[src/rtl/shPkg.sv]
package shPkg;
  typedef struct packed {
    logic start;
    logic hop;
  } chStrobe_t;

  typedef enum logic {
    REG_CMD = 1'b0,
    REG_PIN = 1'b1
  } regAddr_t;

  localparam int START_BIT = 4;
  localparam int HOP_BIT   = 5;
  localparam int ONCE_BIT  = 6;
endpackage

[src/rtl/syncCtrl.sv]
module syncCtrl
  import shPkg::*;
#(
  parameter int NUM_CH  = 4,
  parameter int NUM_PIN = 4,
  parameter int SEL_W   = 2
) (
  input  logic                      clk,
  input  logic                      rstN,
  input  logic                      regWrEn,
  input  logic                      regSel,
  input  logic [7:0]                regData,
  input  logic [NUM_PIN-1:0]        syncPin,
  input  logic [NUM_CH*SEL_W-1:0]   pinSel,
  output chStrobe_t [NUM_CH-1:0]    ev
);
  regAddr_t addr;
  logic cmdWr, pinWr;
  logic [NUM_PIN-1:0] meta, syncd, prevP, rise;
  logic [6:0] pinCfg;
  logic [NUM_CH-1:0] fired;
  logic unusedTop;

  assign addr   = regAddr_t'(regSel);
  assign cmdWr  = regWrEn && (addr == REG_CMD);
  assign pinWr  = regWrEn && (addr == REG_PIN);
  assign rise   = syncd & ~prevP;
  assign unusedTop = regData[7];

  // two-flop synchronizer plus one stage for edge detect
  always_ff @(posedge clk or negedge rstN) begin
    if (!rstN) begin
      meta  <= '0;
      syncd <= '0;
      prevP <= '0;
    end else begin
      meta  <= syncPin;
      syncd <= meta;
      prevP <= syncd;
    end
  end

  always_ff @(posedge clk or negedge rstN) begin
    if (!rstN) pinCfg <= '0;
    else if (pinWr) pinCfg <= regData[6:0];
  end

  for (genvar c = 0; c < NUM_CH; c++) begin : gCh
    logic [SEL_W-1:0] selIdx;
    logic pinHit, pinAct, cmdAct;

    assign selIdx = pinSel[c*SEL_W +: SEL_W];
    assign pinHit = rise[selIdx] && pinCfg[selIdx];
    assign pinAct = pinHit && !(pinCfg[ONCE_BIT] && fired[c]);
    assign cmdAct = cmdWr && regData[c];

    always_ff @(posedge clk or negedge rstN) begin
      if (!rstN) begin
        fired[c]    <= 1'b0;
        ev[c].start <= 1'b0;
        ev[c].hop   <= 1'b0;
      end else begin
        if (pinWr) fired[c] <= 1'b0;
        else if (pinAct) fired[c] <= 1'b1;
        ev[c].start <= (cmdAct && regData[START_BIT]) || (pinAct && pinCfg[START_BIT]);
        ev[c].hop   <= (cmdAct && regData[HOP_BIT])   || (pinAct && pinCfg[HOP_BIT]);
      end
    end
  end
endmodule

[src/rtl/holdoffPath.sv]
module holdoffPath
  import shPkg::*;
#(
  parameter int NUM_CH = 4,
  parameter int HOLD_W = 16
) (
  input  logic                     clk,
  input  logic                     rstN,
  input  chStrobe_t [NUM_CH-1:0]   ev,
  input  logic [NUM_CH*HOLD_W-1:0] holdoff,
  output logic [NUM_CH-1:0]        hopPulse
);
  for (genvar c = 0; c < NUM_CH; c++) begin : gCnt
    logic [HOLD_W-1:0] cnt;
    logic active;

    always_ff @(posedge clk or negedge rstN) begin
      if (!rstN) begin
        cnt         <= '0;
        active      <= 1'b0;
        hopPulse[c] <= 1'b0;
      end else if (ev[c].hop) begin
        cnt         <= holdoff[c*HOLD_W +: HOLD_W];
        active      <= 1'b1;
        hopPulse[c] <= 1'b0;
      end else if (active) begin
        if (cnt == '0) begin
          active      <= 1'b0;
          hopPulse[c] <= 1'b1;
        end else begin
          cnt         <= cnt - 1'b1;
          hopPulse[c] <= 1'b0;
        end
      end else begin
        hopPulse[c] <= 1'b0;
      end
    end
  end
endmodule

[src/rtl/syncHopCtrl.sv]
module syncHopCtrl
  import shPkg::*;
#(
  parameter int NUM_CH  = 4,
  parameter int NUM_PIN = 4,
  parameter int HOLD_W  = 16,
  localparam int SEL_W  = (NUM_PIN > 1) ? $clog2(NUM_PIN) : 1
) (
  input  logic                     clk,
  input  logic                     rstN,
  input  logic                     regWrEn,
  input  logic                     regSel,
  input  logic [7:0]               regData,
  input  logic [NUM_PIN-1:0]       syncPin,
  input  logic [NUM_CH*SEL_W-1:0]  pinSel,
  input  logic [NUM_CH*HOLD_W-1:0] holdoff,
  output logic [NUM_CH-1:0]        startPulse,
  output logic [NUM_CH-1:0]        hopPulse
);
  chStrobe_t [NUM_CH-1:0] ev;

  syncCtrl #(.NUM_CH(NUM_CH), .NUM_PIN(NUM_PIN), .SEL_W(SEL_W)) uCtrl (
    .clk(clk), .rstN(rstN), .regWrEn(regWrEn), .regSel(regSel),
    .regData(regData), .syncPin(syncPin), .pinSel(pinSel), .ev(ev)
  );

  holdoffPath #(.NUM_CH(NUM_CH), .HOLD_W(HOLD_W)) uPath (
    .clk(clk), .rstN(rstN), .ev(ev), .holdoff(holdoff), .hopPulse(hopPulse)
  );

  for (genvar c = 0; c < NUM_CH; c++) begin : gOut
    assign startPulse[c] = ev[c].start;
  end
endmodule

[config.mk]
export PLATFORM = sky130hd
export DESIGN_NAME = syncHopCtrl
export DESIGN_NICKNAME = d
export VERILOG_FILES = /design/src/rtl/shPkg.sv /design/src/rtl/syncCtrl.sv /design/src/rtl/holdoffPath.sv /design/src/rtl/syncHopCtrl.sv
export SDC_FILE = /design/constraint.sdc
export NUM_CORES = 1
export LEC_CHECK = 0
export ABC_AREA = 1
export CAP_MARGIN = 10
export CELL_PAD_IN_SITES_DETAIL_PLACEMENT = 0
export CELL_PAD_IN_SITES_GLOBAL_PLACEMENT = 2
export CORE_MARGIN = 5
export CORE_UTILIZATION = 27
export DETAILED_ROUTE_END_ITERATION = 16
export PLACE_DENSITY_LB_ADDON = 0.15
export SLEW_MARGIN = 10
export SYNTH_ARGS = -nofsm -noshare
export SYNTH_HDL_FRONTEND = slang
export SYNTH_SLANG_ARGS = --single-unit
[constraint.sdc]
create_clock -name clk -period 1.6 [get_ports clk]
set_clock_uncertainty 0.15 [all_clocks]
set_input_delay 0.4 -clock clk [delete_from_list [all_inputs] [get_ports clk]]
set_output_delay 0.4 -clock clk [all_outputs]
set_load 0.02 [all_outputs]
**Word-level counts from Yosys, hierarchy flattened**

Index checks and enable logic that the tools add are counted.

- Register bits: 103
- Latch bits: 0
- RAM bits: 0
- Bits in read-only memories: 0
- Input bits: 88
- Output and inout bits: 8
- Memories: 0

- Add/subtract/negate cells: 4
- Multipliers: 0
- Divide/modulo/power cells: 0
- Order comparisons: 8
- Eq/ne operators: 4
- Shift-type cells: 0
- Muxes and demuxes: 60
- Bitwise operators: 3
- Reduce and logical (&&, ||, !) cells: 62

Operator list:

| kind | number |
|---|---|
| 2-to-1 mux 16 bit | 12 |
| logical NOT 16 bit | 4 |
| subtractor 16 x 1 -> 16 bit (second input constant) | 4 |
| 2-to-1 mux 1 bit | 40 |
| logical AND 1 bit | 34 |
| binary-select mux 1 bit (select 2 bit) | 8 |
| less-than comparator 2 x 4 -> 1 bit (second input constant) | 4 |
| nonzero test 2 bit | 8 |
| less-than comparator 2 x 3 -> 1 bit (second input constant) | 4 |
| logical OR 1 bit | 8 |
| inequality test 2 bit (second input constant) | 4 |
| AND reduction 2 bit | 4 |
| bitwise AND 4 bit | 1 |
| logical NOT 1 bit | 4 |
| NOT 4 bit | 1 |
| NOT 1 bit | 1 |

**Longest topological paths before layout**

- Depth in word-level cells: 8
- Depth in mapped cells: 10
- Mapped depth without buffers: 10

**By module**

Synthesis repeated with hierarchy kept, for this count alone.

- Cell total of the unflattened synthesis: 942
- Area, all modules: 6482.5 um2

By module, submodules not included:

| module | times used | cells each | area an instance (um2) |
|---|---|---|---|
| holdoffPath | 1 | 810 | 5182.5 |
| syncCtrl | 1 | 132 | 1300.0 |

**Least setup slack after synthesis**

Ideal clock, no wire load.

- Path kind: register to register
- From: reg uPath.gCnt[0].cnt[0]
- To: reg uPath.gCnt[0].cnt[8]
- Arrival time: 1.387 ns
- Path slack: -0.054 ns
- Cell stages (with the launch flop): 11
- Cell sequence: dfrtp_1 > inv_1 > ha_1 > nand3_1 > nor2_1 > nand3_1 > nand2_1 > buf_4 > nor2_1 > nand2_1 > nand2_1

- Longest elaborated chain between the ends: 4
- Elaborated cells between the ends (all ways): 7

RTL lines:

| item | RTL line | RTL |
|---|---|---|
| start: declaration | holdoffPath.sv:14 | `logic [HOLD_W-1:0] cnt;` |
| start signal: assignment | holdoffPath.sv:23 | `cnt <= holdoff[c*HOLD_W +: HOLD_W];` |
| start signal: assignment | holdoffPath.sv:31 | `cnt <= cnt - 1'b1;` |
| subtractor 16 x 1 -> 16 bit | holdoffPath.sv:31 |  |
| 2-to-1 mux 16 bit | holdoffPath.sv:27 | `if (cnt == '0) begin` |
| 2-to-1 mux 16 bit | holdoffPath.sv:26 | `end else if (active) begin` |
| 2-to-1 mux 16 bit | holdoffPath.sv:22 | `end else if (ev[c].hop) begin` |

Parallel ways exist; a longest one is shown, timed or not. The select of a mux whose other input is x is not followed.
A chain may end at the register's enable or synchronous reset.

**Worst setup path in the final report**

- From: reg uPath.gCnt[1].cnt[0]
- To: reg uPath.gCnt[1].cnt[7]

- Longest elaborated chain between the ends: 4
- Elaborated cells between the ends (all ways): 7

RTL lines:

| item | RTL line |
|---|---|
| start: declaration | holdoffPath.sv:14 |
| start signal: assignment | holdoffPath.sv:23 |
| start signal: assignment | holdoffPath.sv:31 |
| subtractor 16 x 1 -> 16 bit | holdoffPath.sv:31 |
| 2-to-1 mux 16 bit | holdoffPath.sv:27 |
| 2-to-1 mux 16 bit | holdoffPath.sv:26 |
| 2-to-1 mux 16 bit | holdoffPath.sv:22 |

Parallel ways exist; a longest one is shown, timed or not. The select of a mux whose other input is x is not followed.

==> flow_summary.yaml <==
logic_synthesis:
  synthSimpleGateAreaFrac_pct: 43.4
  muxShareOfSynthArea_pct: 0
  synth.distinct_cells: 30
  synthAdderAreaFrac_pct: 0.777
  ys_warn_count: 0
  synth_edf_count: 0
  ys_seq_elements: 103
  async_flop_share_pct: 100
  syn_nets: 1046
  synth.yosys.seq_area_share_pct: 40.0
  synthCells: 954
  syn_area_sq_um: 6440
  synth_top_family_by_area: "simple AND/OR/NAND/NOR gates"
  avgSynthCellArea_sq_um: 6.75
  synth_ff_type: "dfrtp_1"
  synth_xor_area_share_pct: 0.680
  synth_compound_area_share_pct: 7.42
die:
  start_util_pct: 27.4
  die_w_um: 164
  die_h_um: 164
  dieArea_sq_um: 27000
  core_sq_um: 23500
  rows: 56
  io_pins: 96
sta:
  worst_hold_slack_ps: 209
  setup_viol: 13
  fmax_mhz: 612
  grt_setup_unrepaired: "yes"
  setup_ws_ps: -33.0
  slew_viol_final: 0
  relSlewSlack_pct: 77.3
  setup-tns-final_ps: -134
  timing.final.crit_share_pct: 102
  period_needed_ps: 1630
  finalHoldViolations: 0
  worst_slew_pin_slew_ps: 337
outcome:
  violations: "setup timing"
  status: "finished, violations left"
power_and_ir_drop:
  leakagePower_nw: 4.77
  internal-power_w: 0.00835
  seq_power_share_pct: 30.2
  powerDensity_nw_per_um2: 1400
  switchingPower_w: 0.00583
  p_total_w: 0.0142
  swShare_pct: 41.1
  combPwrFrac_pct: 52.8
  ir_worst_vdd_mv: 0.695
  clockPowerShare_pct: 17.0
grt:
  grt_pass1_vias: 6737
  grt_first_pass_wirelength_um: 33800
  grt_start_max_net_pins: 30
  antenna_found_initial: 2
  overflow: 0
  grtUsageTotal_pct: 15.6
placement:
  gp_congestion: 0.777
  place_hpwl_um: 15100
  dp_slack_ps: -154
  io_buffers: 94
clock_tree:
  cts_tree: "built"
  clk_path_buf_depth: 2
  cts_made_buffers: 9
  clkLatencyLatePin_ps: 360
  path_clk_slew_ps: 90
  htree_levels: 3
  cts_root_buf: "clkbuf_16"
  clkSinkCount: 103
finish:
  largest-register: "uPath.gCnt.cnt"
  largest_registers: "uPath.gCnt.cnt: 64 flops, uCtrl.ev: 8 flops, uCtrl.pinCfg: 7 flops"
  fillCellCount: 2499
  diodes: 0
  fin_util_pct: 43.1
  largest_register_ffs: 64
  layout-drive-gt1-share_pct: 32.4
  multi_input_area_sq_um: 4050
  fin_nets: 1301
  syn_to_final_growth_pct: 57.2
  regArea_sq_um: 2580
routing:
  routed_via_density: 4.38
  num_vias: 6721
  post_drt_wl_per_cell_um: 13.5
  drt_first_iter_violations: 240
  drc: 0
  first_pass_iters: 4
  route.final.wire_length_um: 20700
  ant_nets: 0
worst_setup_path:
  endpoint_kind: "flop"
  crit_fanout: 4
  crit_type: "reg -> reg"
  required_ps: 1710
  startpoint_type: "flop"
  cp.arrival_ps: 1740
hold_path:
  hold_path.class: "reg -> reg"
job:
  drv_cap: 0
==> synthesized netlist by cell type (all sizes together), types with 2 or more instances <==
cell / count / area share [%]
xor2: 4 / 0.54
clkbuf: 10 / 0.58
a21oi: 10 / 0.78
nand3: 92 / 7.3
nor3: 8 / 0.62
dfrtp: 103 / 40
inv: 86 / 5.0
nand4: 13 / 1.3
buf: 16 / 2.1
nor2: 164 / 11
nand3b: 13 / 1.5
ha: 4 / 0.78
o21ai: 63 / 5.8
o211ai: 2 / 0.23
nand2: 353 / 21
a21boi: 4 / 0.47
or2: 7 / 0.68
==> stage by stage <==
stage / cell area (sq um) / instances
finish: 10100 / 1533
global route: 10100 / 1533
CTS: 9620 / 1524
detailed placement: 8890 / 1496
global placement: 8890 / 1496
floorplan: 6460 / 954
==> critical path: stages, from the launching register on <==
cell and delay (ps):
dfrtp_1 400, inv_2 80, ha_4 140, nand2_4 70
nor2_4 100, buf_6 110, nand3_4 130, buf_6 160
nand3_2 40, nand2_1 60, nand2_1 50, inv_1 30
==> layout make-up <==
cell class,count,share of cell area (%)
Inverter,86,3.19
Tap cell,319,3.94
Clock inverter,7,1.00
Clock buffer,9,2.22
Multi-Input combinational cell,744,40.0
Sequential cell,103,25.5
Timing Repair Buffer,265,24.1
==> per-layer routing <==
layer | vias up | track usage, % | part of all wire (%) | wire length, um
li1 | 3532 | - | - | -
met3 | 20 | 3.14 | 4.1 | 845
met2 | 91 | 25.4 | 46 | 9450
met1 | 3074 | 21.6 | 49 | 10100
met5 | - | 0 | 0.13 | 27
met4 | 4 | 3.25 | 1.2 | 248
==> cells by family (layout without fill, tap and decap cells) <==
logic type               Yosys count  after routing
AND/OR/NAND/NOR                  650            655
buffers and inverters            112            367
flip-flops                       103            103
AO/OA/AOI/OAI                     80             80
XOR/XNOR                           5              5
adder cells (fa/ha/maj)            4              4
==> timing repair <==
action                                 in CTS  in global routing
pin swaps                                  23                 52
cloned                                      6                  2
buffers inserted                            5                  8
resized for setup                          92                142
endpoints found under the hold margin      86                  0
hold buffers                                1                  0
setup endpoints to repair                  73                 73
==> placed cells by master, fill, tap and decap left out, drive strengths merged <==
cell             n
xnor2            1
a21boi           4
nand2          358
nand3b          13
buf            173
clkdlybuf4s50   85
nand4           13
o21bai           1
ha               4
dfrtp          103
inv             90
nand3           92
a21oi           10
dlygate4sd3      1
o21ai           63
clkdlybuf4s15    3
xor2             4
nor2           164
o211ai           2
clkbuf          12
nor3             8
clkinv           3
or2              7
==> worst paths after layout <==
path / slack, ps / from / to / depth (start not counted)
max: -30 / uPath.gCnt[1].cnt[0]$_DFFE_PN0P_ / uPath.gCnt[1].cnt[7]$_DFFE_PN0P_ / 11
min: 210 / uCtrl.meta[3]$_DFF_PN0_ / uCtrl.syncd[3]$_DFF_PN0_ / 0
max reg2reg: -30 / uPath.gCnt[1].cnt[0]$_DFFE_PN0P_ / uPath.gCnt[1].cnt[7]$_DFFE_PN0P_ / 11
min reg2reg: 210 / uCtrl.meta[3]$_DFF_PN0_ / uCtrl.syncd[3]$_DFF_PN0_ / 0
max in group asynchronous: 530 / rstN / uPath.gCnt[1].cnt[11]$_DFFE_PN0P_ / 3
min in group asynchronous: 260 / rstN / uCtrl.meta[0]$_DFF_PN0_ / 2
==> power groups by stage <==
| stage | combinational (W) | clock, W | sequential (W) |
|---|---|---|---|
| finish | 0.00748 | 0.00242 | 0.00428 |
| global route | 0.00840 | 0.00264 | 0.00440 |
| CTS | 0.00684 | 0.00255 | 0.00413 |
| detailed placement | 0.00642 | 0 | 0.00413 |
| global placement | 0.00638 | 0 | 0.00414 |
| floorplan | 0.00324 | 0 | 0.00416 |
Power figures use the tool's default switching activity.
